## config.mk

```make
export PLATFORM = sky130hd
export DESIGN_NAME = hbdma_if
export DESIGN_NICKNAME = d
export VERILOG_FILES = /design/src/rtl/hbdma_pkg.sv /design/src/rtl/hbdma_fifo.sv /design/src/rtl/hbdma_dreq.sv /design/src/rtl/hbdma_irq.sv /design/src/rtl/hbdma_if.sv
export SDC_FILE = /design/constraint.sdc
export NUM_CORES = 1
export LEC_CHECK = 0
export BUFFER_PORTS_ARGS = -buffer_cell sky130_fd_sc_hd__buf_2
export CORE_UTILIZATION = 29
export CTS_CLUSTER_SIZE = 14
export DETAILED_ROUTE_END_ITERATION = 12
export REMOVE_ABC_BUFFERS = 1
export SYNTH_ARGS = -nofsm -noshare
export SYNTH_HDL_FRONTEND = slang
export SYNTH_SLANG_ARGS = --single-unit
```

## constraint.sdc

```tcl
create_clock -name clk -period 5.1 [get_ports clk]
set_input_delay 0.51 -clock clk [delete_from_list [all_inputs] [get_ports clk]]
set_output_delay 0.51 -clock clk [all_outputs]
set_load 0.01 [all_outputs]
```

## src/rtl/hbdma_pkg.sv

```systemverilog
package hbdma_pkg;
  // register selects
  localparam logic [1:0] ADR_CTRL = 2'd0;
  localparam logic [1:0] ADR_DATA = 2'd1;
  localparam logic [1:0] ADR_STAT = 2'd2;

  // control bits
  localparam int CB_EN   = 0;
  localparam int CB_DIR  = 1;
  localparam int CB_THR  = 2;
  localparam int CB_SRST = 3;

  // status bits
  localparam int SB_OVF  = 0;
  localparam int SB_UNF  = 1;
  localparam int SB_BRST = 2;
  localparam int SB_PEVT = 3;
  localparam int NSTAT   = 4;

  // request rule: data available toward memory, space available from memory
  function automatic logic dreq_wanted(int unsigned count, int unsigned depth,
                                       logic to_mem, logic burst, int unsigned blen);
    int unsigned need;
    need = burst ? blen : 1;
    if (to_mem) return count >= need;
    return (depth - count) >= need;
  endfunction
endpackage

```

## src/rtl/hbdma_fifo.sv

```systemverilog
module hbdma_fifo #(
  parameter int W     = 8,
  parameter int DEPTH = 16
) (
  input  logic                       clk,
  input  logic                       rst,
  input  logic                       clr,
  input  logic                       push,
  input  logic [W-1:0]               wdata,
  input  logic                       pop,
  output logic [W-1:0]               head,
  output logic [$clog2(DEPTH+1)-1:0] count,
  output logic                       full,
  output logic                       empty,
  output logic                       ovf_evt,
  output logic                       unf_evt
);
  localparam int AW = $clog2(DEPTH);
  localparam int CW = $clog2(DEPTH+1);

  logic [W-1:0]  mem [DEPTH];
  logic [AW-1:0] wp, rp;
  logic [CW-1:0] cnt;
  logic          do_push, do_pop;

  function automatic logic [AW-1:0] ptr_next(logic [AW-1:0] p);
    return (p == AW'(DEPTH-1)) ? '0 : p + 1'b1;
  endfunction

  assign full    = (cnt == CW'(DEPTH));
  assign empty   = (cnt == '0);
  assign do_pop  = pop & ~empty;
  assign do_push = push & (~full | do_pop);
  assign ovf_evt = push & ~do_push;
  assign unf_evt = pop & empty;
  assign head    = mem[rp];
  assign count   = cnt;

  always_ff @(posedge clk) begin
    if (do_push) mem[wp] <= wdata;
  end

  always_ff @(posedge clk) begin
    if (rst || clr) begin
      wp  <= '0;
      rp  <= '0;
      cnt <= '0;
    end else begin
      if (do_push) wp <= ptr_next(wp);
      if (do_pop)  rp <= ptr_next(rp);
      case ({do_push, do_pop})
        2'b10:   cnt <= cnt + 1'b1;
        2'b01:   cnt <= cnt - 1'b1;
        default: cnt <= cnt;
      endcase
    end
  end

  assert_cnt_bound_R4: assert property (@(posedge clk) disable iff (rst)
    cnt <= CW'(DEPTH));
  assert_push_grow_R4: assert property (@(posedge clk) disable iff (rst)
    (push && !full && !pop && !clr) |=> (count == $past(count) + 1'b1));
  assert_no_overflow_R5: assert property (@(posedge clk) disable iff (rst)
    (full && push && !pop && !clr) |=> full);
  assert_no_underflow_R5: assert property (@(posedge clk) disable iff (rst)
    (empty && pop && !push && !clr) |=> empty);
endmodule

```

## src/rtl/hbdma_dreq.sv

```systemverilog
module hbdma_dreq #(
  parameter int DEPTH = 16,
  parameter int BLEN  = 8
) (
  input  logic                       en,
  input  logic                       to_mem,
  input  logic                       burst,
  input  logic [$clog2(DEPTH+1)-1:0] count,
  output logic                       oe,
  output logic                       val
);
  import hbdma_pkg::*;

  assign oe  = en;
  assign val = en & dreq_wanted(int'(count), DEPTH, to_mem, burst, BLEN);
endmodule

```

## src/rtl/hbdma_irq.sv

```systemverilog
module hbdma_irq #(
  parameter int NS = 4
) (
  input  logic          clk,
  input  logic          rst,
  input  logic          clr,
  input  logic          rd_clr,
  input  logic [NS-1:0] evt,
  output logic [NS-1:0] stat,
  output logic          irq_n
);
  logic [NS-1:0] stat_nxt;

  // new events win over a clearing read in the same cycle
  assign stat_nxt = (rd_clr ? '0 : stat) | evt;

  always_ff @(posedge clk) begin
    if (rst || clr) begin
      stat  <= '0;
      irq_n <= 1'b1;
    end else begin
      stat  <= stat_nxt;
      irq_n <= ~(|stat_nxt);
    end
  end

  assert_evt_irq_R11: assert property (@(posedge clk) disable iff (rst)
    ((|evt) && !clr) |=> !irq_n);
  assert_rd_clear_R12: assert property (@(posedge clk) disable iff (rst)
    (rd_clr && !(|evt) && !clr) |=> irq_n);
  assert_no_mask_R13: assert property (@(posedge clk) disable iff (rst)
    (!irq_n && !rd_clr && !clr) |=> !irq_n);
endmodule

```

## src/rtl/hbdma_if.sv

```systemverilog
module hbdma_if #(
  parameter int DATA_W = 8,
  parameter int DEPTH  = 16,
  parameter int BLEN   = 8
) (
  input  logic                       clk,
  input  logic                       rst,
  input  logic                       cs_n,
  input  logic                       rd_n,
  input  logic                       wr_n,
  input  logic                       dack_n,
  input  logic [1:0]                 addr,
  input  logic [DATA_W-1:0]          wdata,
  output logic [DATA_W-1:0]          rdata,
  output logic                       dreq_oe,
  output logic                       dreq_val,
  output logic                       irq_n,
  input  logic                       per_push,
  input  logic [DATA_W-1:0]          per_wdata,
  input  logic                       per_pop,
  output logic [DATA_W-1:0]          per_rdata,
  input  logic                       per_evt,
  input  logic                       bus_rst,
  output logic                       fifo_full,
  output logic                       fifo_empty,
  output logic [$clog2(DEPTH+1)-1:0] fifo_count
);
  import hbdma_pkg::*;

  logic dma_en, to_mem, burst8;
  logic host_wr, host_rd, fifo_sel, ctrl_sel, stat_sel;
  logic ctrl_wr, soft_rst, rd_clr;
  logic f_push, f_pop, ovf_evt, unf_evt;
  logic [DATA_W-1:0] f_wdata, head;
  logic [NSTAT-1:0]  evt, stat;

  // access decode: acknowledge reaches the data port only
  assign host_wr  = ~wr_n;
  assign host_rd  = ~rd_n & wr_n;
  assign fifo_sel = ~dack_n | (~cs_n & (addr == ADR_DATA));
  assign ctrl_sel = dack_n & ~cs_n & (addr == ADR_CTRL);
  assign stat_sel = dack_n & ~cs_n & (addr == ADR_STAT);
  assign ctrl_wr  = ctrl_sel & host_wr;
  assign soft_rst = ctrl_wr & wdata[CB_SRST];
  assign rd_clr   = stat_sel & host_rd;

  // direction picks the pushing and popping side
  assign f_push  = to_mem ? per_push : (fifo_sel & host_wr);
  assign f_pop   = to_mem ? (fifo_sel & host_rd) : per_pop;
  assign f_wdata = to_mem ? per_wdata : wdata;

  always_ff @(posedge clk) begin
    if (rst) begin
      dma_en <= 1'b0;
      to_mem <= 1'b0;
      burst8 <= 1'b0;
    end else if (ctrl_wr) begin
      if (wdata[CB_SRST]) begin
        dma_en <= 1'b0;
        to_mem <= 1'b0;
        burst8 <= 1'b0;
      end else begin
        dma_en <= wdata[CB_EN];
        to_mem <= wdata[CB_DIR];
        burst8 <= wdata[CB_THR];
      end
    end
  end

  always_comb begin
    rdata = '0;
    if (host_rd) begin
      if (fifo_sel && to_mem) rdata = head;
      else if (ctrl_sel) begin
        rdata[CB_EN]  = dma_en;
        rdata[CB_DIR] = to_mem;
        rdata[CB_THR] = burst8;
      end else if (stat_sel) rdata[NSTAT-1:0] = stat;
    end
  end

  always_comb begin
    evt          = '0;
    evt[SB_OVF]  = ovf_evt;
    evt[SB_UNF]  = unf_evt;
    evt[SB_BRST] = bus_rst;
    evt[SB_PEVT] = per_evt;
  end

  assign per_rdata = head;

  hbdma_fifo #(.W(DATA_W), .DEPTH(DEPTH)) u_fifo (
    .clk(clk), .rst(rst), .clr(soft_rst), .push(f_push), .wdata(f_wdata),
    .pop(f_pop), .head(head), .count(fifo_count), .full(fifo_full),
    .empty(fifo_empty), .ovf_evt(ovf_evt), .unf_evt(unf_evt)
  );

  hbdma_dreq #(.DEPTH(DEPTH), .BLEN(BLEN)) u_dreq (
    .en(dma_en), .to_mem(to_mem), .burst(burst8), .count(fifo_count),
    .oe(dreq_oe), .val(dreq_val)
  );

  hbdma_irq #(.NS(NSTAT)) u_irq (
    .clk(clk), .rst(rst), .clr(soft_rst), .rd_clr(rd_clr), .evt(evt),
    .stat(stat), .irq_n(irq_n)
  );

  assert_cs_gate_R2: assert property (@(posedge clk) disable iff (rst)
    (cs_n || wr_n) |=> $stable({dma_en, to_mem, burst8}));
  assert_dack_only_R3: assert property (@(posedge clk) disable iff (rst)
    !dack_n |=> $stable({dma_en, to_mem, burst8}));
  assert_dreq_tomem_R7: assert property (@(posedge clk) disable iff (rst)
    (dma_en && to_mem && !burst8 && !fifo_empty) |-> dreq_val);
  assert_dreq_frommem_R8: assert property (@(posedge clk) disable iff (rst)
    (dma_en && !to_mem && !burst8 && fifo_full) |-> !dreq_val);
  assert_dreq_burst_R9: assert property (@(posedge clk) disable iff (rst)
    (dma_en && to_mem && burst8 && (fifo_count < BLEN)) |-> !dreq_val);
  assert_dreq_off_R10: assert property (@(posedge clk) disable iff (rst)
    !dma_en |-> (!dreq_oe && !dreq_val));
  assert_srst_R14: assert property (@(posedge clk) disable iff (rst)
    soft_rst |=> (fifo_empty && irq_n && !dma_en));
endmodule

```

; Yosys cells after proc, flatten, opt, wreduce, memory -nomap -nowiden
; Memories as Yosys holds them, arrays and structs flattened. A register that Yosys moved wholly into a read port is not among the register bits.
; Cells that the tools add are included.
[op_classes]
bitwise_logic = 26
add_sub_neg = 5
n_mux = 24
reduce_logical = 6
magnitude_cmp = 2
eq_ne = 7
[op_table]
columns = op, count
row1 = $mux 4, 9
row2 = $ge 32x32->1, 1
row3 = $ge 5x32->1, 1
row4 = $mux 8, 2
row5 = $and 1x1->1, 15
row6 = $mux 1, 11
row7 = $pmux 5 s2, 1
row8 = $add 4x1->4 const B, 2
row9 = $eq 4x4->1 const B, 2
row10 = $not 1->1, 8
row11 = $sub 5x5->6 const A, 1
row12 = $add 5x1->5 const B, 1
row13 = $eq 5x5->1 const B, 1
row14 = $logic_not 5->1, 1
row15 = $sub 5x1->5 const B, 1
row16 = $eq 2x1->1 const B, 2
row17 = $eq 2x2->1 const B, 2
row18 = $or 4x4->4, 1
row19 = $reduce_or 4->1, 1
row20 = $mux 3, 1
row21 = $logic_not 2->1, 1
row22 = $or 1x1->1, 2
row23 = $reduce_bool 2->1, 1
row24 = $logic_and 1x1->1, 1
row25 = $logic_or 1x1->1, 1
[totals]
wordCells = 79
regBits = 21
mem_bits_rw = 128
mem_count = 1
output_inout_bits = 26
input_bits = 28
[memory_table]
columns = name, words, width, rd, rd_clocked_by_memory_dff, write_ports, line
row1 = u_fifo.mem, 16, 8, 1, 1, 1, hbdma_fifo.sv:21  ; logic [W-1:0] mem [DEPTH];

; Depth between registers and ports, before layout
[logic_depth]
ltp_word = 13
ltp_mapped = 18
mapped_depth_nobuf = 16

; Cells and area by module
; From an unflattened synthesis, not the netlist that was laid out.
[unflattened]
hier_cells = 433
area_unflattened_um2 = 6723.9
[by_module_without_submodules]
columns = module, n_inst, area_per_inst_um2, cells_per_inst, seq_area_each_um2
row1 = hbdma_fifo, 1, 5931.9, 338, 4184.0
row2 = hbdma_if, 1, 422.9, 51, 60.1
row3 = hbdma_irq, 1, 195.2, 22, 100.1
row4 = hbdma_dreq, 1, 173.9, 22, 0.0

; Worst setup path after synthesis
; Ideal clock, no wire load.
[synth_path]
path_kind = register -> register
from = register u_fifo.cnt[1], in the netlist u_fifo.count[1]
to = register u_fifo.cnt[4], in the netlist u_fifo.count[4]
required_ns = 5.030
setup_time_ns = 0.070
t_arrival_ns = 3.966
path_buffers = 2
slack_ns = 1.064
path_stages_with_launch = 19
synth_period_minus_slack_ns = 4.036
path_cell_list = dfxtp_1 > clkbuf_1 > inv_1 > ha_1 > nor3b_1 > ha_1 > or3b_2 > a221oi_2 > or3_1 > buf_6 > inv_1 > ha_1 > xor2_1 > ha_1 > a211o_1 > a21oi_1 > a221oi_1 > or3_1 > a21oi_1
[synth_via]
elab_chain_len = 7
elab_cells_between_ends = 13
cone_classes = add/sub (2) / eq/ne (3) / mux (1) / bitwise (5) / reduce/logical (2)
[synth_rtl]
columns = element, line
row1 = from (decl), hbdma_fifo.sv:23  ; logic [CW-1:0] cnt;
row2 = from (signal assigned), hbdma_fifo.sv:52  ; 2'b10: cnt <= cnt + 1'b1;
row3 = from (signal assigned), hbdma_fifo.sv:53  ; 2'b01: cnt <= cnt - 1'b1;
row4 = from (signal assigned), hbdma_fifo.sv:54  ; default: cnt <= cnt;
row5 = $logic_not 5->1 *, hbdma_fifo.sv:31  ; assign empty = (cnt == '0);
row6 = named net fifo_empty, hbdma_if.sv:25  ; output logic fifo_empty,
row7 = $not 1->1 *, hbdma_fifo.sv:32  ; assign do_pop = pop & ~empty;
row8 = $and 1x1->1 *, hbdma_fifo.sv:32
row9 = $or 1x1->1, hbdma_fifo.sv:33  ; assign do_push = push & (~full | do_pop);
row10 = $and 1x1->1, hbdma_fifo.sv:33
row11 = $eq 2x1->1 / $eq 2x2->1 (equally long branches), hbdma_fifo.sv:51  ; case ({do_push, do_pop})
row12 = $pmux 5 s2 / $reduce_bool 2->1 (equally long branches), -
; Mark *: on every way through the listed nets, which the timed path passes. The rest lies on a longest branch.
; A chain may end at the register's enable or synchronous reset.

; Worst setup path in the final report
[layout_path]
from = register u_fifo.cnt[1], in the netlist u_fifo.count[1]
to = register u_fifo.cnt[4], in the netlist u_fifo.count[4]
[layout_via]
elab_chain_len = 7
elab_cells_between_ends = 13
cone_classes = add/sub (2) / eq/ne (3) / mux (1) / bitwise (5) / reduce/logical (2)
[layout_rtl]
columns = element, line
row1 = $logic_not 5->1, hbdma_fifo.sv:31
row2 = $not 1->1, hbdma_fifo.sv:32
row3 = $and 1x1->1, hbdma_fifo.sv:32
row4 = $or 1x1->1, hbdma_fifo.sv:33
row5 = $and 1x1->1, hbdma_fifo.sv:33
row6 = $eq 2x1->1 / $eq 2x2->1 (equally long branches), hbdma_fifo.sv:51
row7 = $pmux 5 s2 / $reduce_bool 2->1 (equally long branches), -
; Several ways; a longest one is shown, not always the timed one.

==> impl_metrics.toml <==
[clocking]
post_cts_buffers = 0
clk_latency_ns = 0.43
cts_buffers = 17
cts_tree = "yes"
cts_root_buffer = "clkbuf_16"
clk_pin_slew_ns = 0.07
post_cts_resized = 0
cts_sinks = 153
htree_levels = 4
cts_buffer_depth = 2
postCtsHoldBufs = 0

[layout]
final_nets = 511
fin_cells = 761
fillers = 2025
drive_gt1_frac = 0.301
antennaDiodeCount = 0
syn2layout_area_growth_pct = 17.4

[detailed_routing]
drt_first_pass_iters = 5
num_vias = 3822
wl_um = 14600
wl_per_cell_um = 19.2
viasPerCell = 5.02
drc = 0
ant_nets = 0
drtIter0Drc = 296

[sta]
skew_ns = 0.0129
finalHoldViolations = 0
max_freq_mhz = 227
fin_tns_setup_ns = 0
setup-violations-final = 0
max-slew-margin-rel = 0.301
period_share = 0.865
final_max_slew_viol_count = 0
worst_pin_slew_ns = 1.05
min_period_ns = 4.41
rsz0062_at_grt = "false"

[yosys]
synth.largest_area_cell = "edfxtp_1"
synthDistinctLibCells = 52
avgSynthCellArea_um2 = 16.1
yosysWarnings = 0
yosysTopAreaCellShare = 0.581
ys_top_cells_by_area = "edfxtp_1, mux4_2, dfxtp_1, ha_1, nor2_1"
synthTopCellsByCount = "edfxtp_1, mux4_2, nor2_1, dfxtp_1, nand2_1"
synth_cells = 410
yosysMostFrequentCell = "edfxtp_1"
ys_ff_latch = 153
ys_seq_area_frac = 0.657
syn_area_mm2 = 0.00662
ys_async_sr_fraction = 0
synth_flop_cell = "edfxtp_1"
synth_edf_count = 128

[pwr]
power_mw = 3.59
pwr_density_cell_mw_per_mm2 = 462
ir_drop_mv = 0.282
p_leak_nw = 2.60

[run_status]
status = "completed"

[setup_path]
crit_type = "flop to flop"
cp_max_fo = 12
critPathRequiredTime_ns = 5.46
cp.arrival_ns = 4.77
crit_path_start_kind = "flop"
cp-end-kind = "flop"

[placed_design]
gp_congestion = 0.808
placed_cells = 729
dpl.hpwl_um = 9450
port_buffers = 53

[floorplan]
io_pins = 54
initial_utilization = 0.299
die_w_um = 153
row_count = 54
die-area_mm2 = 0.0234
coreArea_mm2 = 0.0221
die_h_um = 153

[grt]
overflow = 0
antenna_found_initial = 0
grt_first_pass_wirelength_um = 22800
first_global_vias = 3960
track_usage = 0.132
grt_max_degree = 32

[worst_hold_path]
hp-class = "input pin to flop"

[job]
maxCapViolations = 0
-- flip-flops by register name, summed over array words and instances, names as in the netlist, named ones only --
name	flops
u_fifo.count	5
burst8	1
u_irq.stat	4
u_fifo.rp	4
dma_en	1
to_mem	1
u_irq.irq_n	1
u_fifo.mem	128
u_fifo.wp	4
-- cells in the final DEF, fill, tap and decap left out, types with 4 or more instances in the layout --
cell type	instances
buf_2	53
a21oi_1	14
dfxtp_1	24
nor3_1	7
inv_8	6
clkbuf_16	17
mux2_2	8
o21ai_0	4
nand3_1	8
edfxtp_1	128
nand2b_1	7
inv_1	15
inv_6	4
buf_4	6
nand2_1	24
xnor2_1	5
mux2i_1	10
ha_1	15
nor2b_1	7
mux4_2	37
nor2_1	30
-- layout make-up --
cell class	instances	area [µm²]	area share
multi-input cells	222	2110	0.272
clock inverters	15	168	0.0216
inverters	15	56.3	0.00725
clock buffers	17	425	0.0548
repair buffers	59	310	0.0399
well taps	280	350	0.0451
flip-flops and latches	153	4350	0.559
-- stage by stage --
step	hold WS (ns)	utilization	setup slack [ns]	area, µm²
global route	0.364	0.352	0.399	7770
floorplan	0.449	-	1.13	6510
global placement	0.473	0.325	0.957	7180
detailed placement	0.466	0.325	0.782	7180
CTS	0.323	0.352	0.749	7770
finish	0.325	0.352	0.690	7770
-- worst paths after layout --
check	startpoint	slack, ns	cells after the start	endpoint
hold / removal	per_evt	0.32	3	u_irq.stat[3]$_SDFF_PP0_
setup reg to reg	u_fifo.count[1]$_SDFFE_PP0P_	0.69	16	u_fifo.count[4]$_SDFFE_PP0P_
setup / recovery	u_fifo.count[1]$_SDFFE_PP0P_	0.69	16	u_fifo.count[4]$_SDFFE_PP0P_
hold reg to reg	u_irq.stat[0]$_SDFF_PP0_	0.48	2	u_irq.stat[0]$_SDFF_PP0_
-- logic make-up (layout without fill, tap and decap cells) --
| group | count (synthesis) | after routing | synth area share |
|---|---|---|---|
| AO/OA/AOI/OAI | 51 | 51 | 0.0592 |
| flip-flops | 153 | 153 | 0.657 |
| buffers and inverters | 35 | 106 | 0.0238 |
| XOR/XNOR | 8 | 8 | 0.0106 |
| adder cells (fa/ha/maj) | 15 | 15 | 0.0284 |
| multiplexers | 55 | 55 | 0.155 |
| AND/OR/NAND/NOR | 93 | 93 | 0.0666 |
-- worst max-delay path, cell delays in order (launching register included) --
cell and delay [ns]:
dfxtp_1 0.56, inv_1 0.09, ha_1 0.21, nor3b_1 0.16, ha_1 0.35, or3b_2 0.54
a221oi_2 0.26, or3_1 0.35, inv_1 0.13, ha_1 0.31, xor2_1 0.19, ha_1 0.23
a211o_1 0.28, a21oi_1 0.16, a221oi_1 0.07, or3_1 0.32, a21oi_1 0.13
-- routing by layer --
layer  wire (µm)  share of wire  vias to the layer above  track usage
li1            -              -                     1729            -
met1        6160           0.42                     1995        0.159
met2        7620           0.52                       80        0.226
met3         468          0.032                       18       0.0232
met4         327          0.022                        0       0.0640
met5           0              0                        -            0
-- power breakdown --
| group | internal [mW] | switching [mW] |
|---|---|---|
| clock | 0.661 | 0.578 |
| combinational | 0.407 | 0.411 |
| sequential | 1.40 | 0.127 |
| total | 2.47 | 1.12 |
(Power assumes the default switching activity.)
